--- src/rtl/hb_pkg.sv ---
package hb_pkg;
  typedef enum logic [1:0] {
    DRV_OFF  = 2'd0,
    DRV_HIGH = 2'd1,
    DRV_LOW  = 2'd2
  } leg_drive_e;
endpackage

--- src/rtl/hb_sync.sv ---
module hb_sync #(
  parameter int W = 1
) (
  input  logic         clk,
  input  logic         rst,
  input  logic [W-1:0] d,
  output logic [W-1:0] q
);
  logic [W-1:0] meta;

  always_ff @(posedge clk) begin
    if (rst) begin
      meta <= '0;
      q    <= '0;
    end else begin
      meta <= d;
      q    <= meta;
    end
  end
endmodule

--- src/rtl/hb_oc_filter.sv ---
module hb_oc_filter #(
  parameter int OC_FILTER = 1000
) (
  input  logic clk,
  input  logic rst,
  input  logic oc_s,
  output logic trip
);
  localparam int CW = $clog2(OC_FILTER + 1);
  localparam logic [CW-1:0] LIMIT = CW'(OC_FILTER);

  logic [CW-1:0] run_cnt;

  // consecutive-cycle counter, cleared by any low sample
  always_ff @(posedge clk) begin
    if (rst || !oc_s)
      run_cnt <= '0;
    else if (run_cnt != LIMIT)
      run_cnt <= run_cnt + 1'b1;
  end

  assign trip = (run_cnt == LIMIT);
endmodule

--- src/rtl/hb_leg.sv ---
module hb_leg #(
  parameter int DEAD = 4
) (
  input  logic clk,
  input  logic rst,
  input  logic dir_s,
  input  logic en_s,
  input  logic pwm_s,
  input  logic hs_ot_s,
  input  logic oc_trip,
  input  logic uv_lat,
  output logic hs_on,
  output logic ls_on,
  output logic hiz,
  output logic diag
);
  import hb_pkg::*;

  localparam int DW = $clog2(DEAD + 2);
  localparam logic [DW-1:0] DEAD_V = DW'(DEAD);

  logic          dir_prev;
  logic          fault;
  logic          dir_rise;
  logic          active;
  logic          gap_done;
  logic [DW-1:0] dead_cnt;
  leg_drive_e    want;

  assign dir_rise = dir_s & ~dir_prev;
  assign active   = en_s & ~fault & ~uv_lat;
  assign gap_done = ~hs_on & ~ls_on & (dead_cnt == DEAD_V);

  always_comb begin
    if (!active)
      want = DRV_OFF;
    else if (dir_s)
      want = DRV_HIGH;
    else if (pwm_s)
      want = DRV_LOW;
    else
      want = DRV_OFF;
  end

  // fault latch: a present flag wins over a clearing edge
  always_ff @(posedge clk) begin
    if (rst) begin
      dir_prev <= 1'b0;
      fault    <= 1'b0;
    end else begin
      dir_prev <= dir_s;
      if (hs_ot_s || oc_trip)
        fault <= 1'b1;
      else if (dir_rise)
        fault <= 1'b0;
    end
  end

  // switch commands: turn-off at once, turn-on only after the dead gap
  always_ff @(posedge clk) begin
    if (rst) begin
      hs_on    <= 1'b0;
      ls_on    <= 1'b0;
      hiz      <= 1'b1;
      dead_cnt <= '0;
    end else begin
      hiz <= ~active;
      if (want != DRV_HIGH)
        hs_on <= 1'b0;
      else if (gap_done)
        hs_on <= 1'b1;
      if (want != DRV_LOW)
        ls_on <= 1'b0;
      else if (gap_done)
        ls_on <= 1'b1;
      if (hs_on || ls_on)
        dead_cnt <= '0;
      else if (dead_cnt != DEAD_V)
        dead_cnt <= dead_cnt + 1'b1;
    end
  end

  assign diag = fault;
endmodule

--- src/rtl/hb_bridge_ctrl.sv ---
module hb_bridge_ctrl #(
  parameter int DEAD      = 4,
  parameter int OC_FILTER = 1000
) (
  input  logic       clk,
  input  logic       rst,
  input  logic [1:0] dir,
  input  logic       pwm,
  input  logic [1:0] en,
  input  logic [1:0] hs_ot,
  input  logic [1:0] ls_oc,
  input  logic       uv_trip,
  input  logic       uv_clear,
  output logic [1:0] hs_on,
  output logic [1:0] ls_on,
  output logic [1:0] leg_hiz,
  output logic [1:0] diag_pull
);
  localparam int LEGS = 2;
  localparam int SW   = 4 * LEGS + 3;

  logic [SW-1:0]   raw_in;
  logic [SW-1:0]   sync_in;
  logic [LEGS-1:0] dir_s, en_s, ot_s, oc_s, oc_trip;
  logic            pwm_s, uvt_s, uvc_s;
  logic            uv_lat;

  assign raw_in = {uv_clear, uv_trip, pwm, ls_oc, hs_ot, en, dir};

  hb_sync #(.W(SW)) sync_i (
    .clk (clk),
    .rst (rst),
    .d   (raw_in),
    .q   (sync_in)
  );

  assign {uvc_s, uvt_s, pwm_s, oc_s, ot_s, en_s, dir_s} = sync_in;

  // undervoltage with hysteresis: trip below low threshold, release above high
  always_ff @(posedge clk) begin
    if (rst)
      uv_lat <= 1'b0;
    else if (uvt_s)
      uv_lat <= 1'b1;
    else if (uvc_s)
      uv_lat <= 1'b0;
  end

  for (genvar g = 0; g < LEGS; g++) begin : g_leg
    hb_oc_filter #(.OC_FILTER(OC_FILTER)) filt_i (
      .clk  (clk),
      .rst  (rst),
      .oc_s (oc_s[g]),
      .trip (oc_trip[g])
    );

    hb_leg #(.DEAD(DEAD)) leg_i (
      .clk     (clk),
      .rst     (rst),
      .dir_s   (dir_s[g]),
      .en_s    (en_s[g]),
      .pwm_s   (pwm_s),
      .hs_ot_s (ot_s[g]),
      .oc_trip (oc_trip[g]),
      .uv_lat  (uv_lat),
      .hs_on   (hs_on[g]),
      .ls_on   (ls_on[g]),
      .hiz     (leg_hiz[g]),
      .diag    (diag_pull[g])
    );
  end
endmodule

--- config.mk ---
export PLATFORM = sky130hd
export DESIGN_NAME = hb_bridge_ctrl
export DESIGN_NICKNAME = d
export VERILOG_FILES = /design/src/rtl/hb_pkg.sv /design/src/rtl/hb_sync.sv /design/src/rtl/hb_oc_filter.sv /design/src/rtl/hb_leg.sv /design/src/rtl/hb_bridge_ctrl.sv
export SDC_FILE = /design/constraint.sdc
export NUM_CORES = 1
export LEC_CHECK = 0
export BUFFER_PORTS_ARGS = -buffer_cell sky130_fd_sc_hd__buf_4
export CORE_MARGIN = 2
export CORE_UTILIZATION = 58
export DETAILED_ROUTE_END_ITERATION = 10
export GPL_TIMING_DRIVEN = 0
export PLACE_DENSITY = 0.78
export SYNTH_ARGS = -nofsm -noshare
export SYNTH_HDL_FRONTEND = slang
export SYNTH_SLANG_ARGS = --single-unit
--- constraint.sdc ---
create_clock -name clk -period 1.44 [get_ports clk]
set_input_delay 0.288 -clock clk [delete_from_list [all_inputs] [get_ports clk]]
set_output_delay 0.288 -clock clk [all_outputs]
set_load 0.02 [all_outputs]
==> metrics <==
count of routing violations after the opening detailed-route iteration=62; min setup slack post-route=0.0928 ns; clock tree root buffer cell=clkbuf_8; Global Route Usage Sum=0.204; cell type of the slowest stage on the worst timing path=or4_1; number of placed I/O pins=21; maximum buffer depth of the clock tree=2; proportion of total power due to net switching=0.220; register area share after synthesis=0.507; CTS H-tree lvls=3; GR Layer Usage met3=0.0717; buffers added on ports=20; # DRC=0; clk slew on worst S/H paths=0.07 ns; pin slew with the least headroom to its limit=0.459 ns; n_diodes=0; pre-CTS setup slack=-0.00728 ns; cell internal power dissipation=2.63 mW; die outline area=4540 um2; DP HPWL=2830 um; sequential power share=0.512; sum of overflow across all layers after global routing=0; Post-synth EDFFs=0; Post-layout nets=297; class of the tightest hold or removal check=input port to flip-flop; final-report hold violation count=0; critical path class=flip-flop to flip-flop; synthesis-to-layout area growth=19.1%; Post-Route Utilization=0.704; flip-flop and latch count after synthesis=59; worst path cell trace=nand3_2 -> or4_1 -> a21oi_1; WP data arrival=1.60 ns; clock latency on the worst-skew pair=0.33 ns; RSZ-0062 raised after global routing=false; required time of the critical path=1.70 ns; crit share post-route=0.936; number of rows in the core area=23; clock power share=0.429; routability congestion estimate from global placement=0.823; maximum capacitance violations=0; TritonCTS clock tree=yes; setup_tns=0 ns; number of vias after detailed routing=1,737; Post-Route Skew=0.00585 ns; Num Clock Sinks=59; initial core utilization=0.591; worst supply voltage drop on vdd=0.647 mV; mean number of vias per cell=5.25; combinational share of power=0.058; total detailed-routing wirelength=4080 um; GR met2 Demand/Resource=0.344; mean instance size in the synthesized netlist=9.59 um2; DIE HEIGHT=67.4 um; antenna violation net count after detailed routing=0; antenna violations before repair=0; fraction of registers with async set/reset=0; most heavily used metal layer in global routing=met2; largest fanout on the critical path=6; Max Transition Viols Final=0; top_reg_cell synth=dfxtp_1; Worst slew margin=0.694; CP Capture Type=flip-flop; CP Launch Type=flip-flop; FMAX=742 MHz; area taken by flip-flops and latches=1190 um2; number of inserted filler cells in the final layout=304; multi-input gate area in the final layout=1020 um2; met1 capacity usage during global routing=0.225; share of post-route cells with drive strength above 1=0.214; DRT Pass-1 Iters=4; global-route wire length before repair=6760 um; status=finished, final reports clean; netlist area before placement=2330 um2; via count of the first global-routing pass=1,619; slowest cell delay on critical path=0.53 ns; Die W=67.4 um; standard cell core area=3940 um2; Power Dens Cells=1220 nW/um2; static power due to leakage=1.06 nW; routed length per instance=12.3 um; number of distinct library cells after synthesis=42; number of nets in the synthesized netlist=264; total clock buffers created by CTS=9; final worst path period need=1.35 ns; Post-Synthesis Cells=243; switching power of the nets=0.742 mW; setup violators final=0; Yosys warning total=0; maximum number of pins on one net before global-route repair=11
## cell usage after synthesis, drive strengths merged, types with 3 or more instances
master,instances,area (um2)
a21oi,16,80.1
a31oi,3,18.8
buf,9,67.6
clkbuf,4,16.3
dfxtp,59,1180
ha,8,100
inv,15,56.3
nand2,15,56.3
nand2b,5,33.8
nand3,13,70.1
nand4,3,25.0
nor2,12,45.0
nor2b,26,163
nor3,6,30.0
o21a,4,30.0
o21ai,4,20.0
o31ai,4,30.0
or3,5,31.3
or4,3,22.5
xor2,4,35.0
## layout by cell type (no fill, tap or decap), types with 3 or more instances in the layout
cell type and count:
o31ai_1 4, or4_1 3, a31oi_1 3, xor2_1 4
nand2_1 15, a21oi_1 15, nor2b_1 26, nand2b_1 4
nor3_1 6, clkbuf_1 4, dfxtp_1 53, o21a_1 4
ha_1 7, nand3_1 12, clkbuf_8 10, o21ai_0 4
or3_1 5, nor2_1 12, inv_1 15, dfxtp_2 6
buf_4 31, clkinv_2 3
## power groups by stage
stage	combinational, mW	sequential, mW	clock (mW)
6_report	0.197	1.73	1.45
5_1_grt	0.226	1.74	1.55
4_1_cts	0.199	1.73	1.47
3_5_place_dp	0.198	1.77	0
3_3_place_gp	0.188	1.76	0
2_1_floorplan	0.136	1.76	0
## logic make-up after synthesis
| family | synth area share |
|---|---|
| AO/OA/AOI/OAI | 0.101 |
| multiplexers | 0.00859 |
| adder cells (fa/ha/maj) | 0.0430 |
| flip-flops | 0.507 |
| AND/OR/NAND/NOR | 0.258 |
| buffers and inverters | 0.0601 |
| XOR/XNOR | 0.0226 |
## routing by layer
layer	vias up	share of wire
met5	-	0
met4	0	0.019
met3	8	0.046
met2	36	0.50
met1	796	0.44
li1	897	-
## what timing repair did
item / in CTS / in global routing
gates resized for setup: 2 / 8
cloned: 0 / 0
setup endpoints to repair: 1 / 7
hold buffers: 0 / 0
pin swaps: 0 / 1
setup buffers: 0 / 2
## final timing paths
check | from | cells after the start | endpoint | slack (ns)
worst max register to register | g_leg[1].filt_i.run_cnt[3]$_SDFFE_PP0P_ | 3 | g_leg[1].filt_i.run_cnt[7]$_SDFFE_PP0P_ | 0.09
worst max-delay path | g_leg[1].filt_i.run_cnt[3]$_SDFFE_PP0P_ | 3 | g_leg[1].filt_i.run_cnt[7]$_SDFFE_PP0P_ | 0.09
worst min-delay path | dir[1] | 2 | sync_i.meta[1]$_SDFF_PP0_ | 0.17
worst min register to register | sync_i.meta[0]$_SDFF_PP0_ | 1 | sync_i.q[0]$_SDFF_PP0_ | 0.43
## through the flow
step | hold WS, ns | instances | power [mW] | area [um2]
CTS | 0.160 | 329 | 3.40 | 2740
global placement | 0.418 | 313 | 1.95 | 2540
floorplan | 0.412 | 243 | 1.89 | 2330
global route | 0.160 | 331 | 3.51 | 2770
detailed placement | 0.424 | 313 | 1.96 | 2540
finish | 0.166 | 331 | 3.37 | 2770
## critical path, delay by kind of cell (launching register included)
family             cells  cell delay, ns
and+or+nand+nor        2            0.69
DFF                    1            0.43
AOI/OAI and AO/OA      1            0.16
## flip-flops by register name, summed over array words and instances (netlist names)
| signal | count |
|---|---|
| g_leg.leg_i.hs_on | 2 |
| sync_i.meta | 11 |
| g_leg.leg_i.dir_prev | 2 |
| g_leg.leg_i.hiz | 2 |
| sync_i.q | 11 |
| g_leg.leg_i.diag | 2 |
| uv_lat | 1 |
| g_leg.leg_i.ls_on | 2 |
| g_leg.leg_i.dead_cnt | 6 |
| g_leg.filt_i.run_cnt | 20 |
## cell type report
type,count,area share
Clock buffer,11,0.0510
Tap cell,50,0.0226
Buffer,13,0.0302
Clock inverter,5,0.0189
Timing Repair Buffer,22,0.0595
Multi-Input combinational cell,156,0.369
Inverter,15,0.0203
Sequential cell,59,0.429
(Power assumes the default switching activity.)
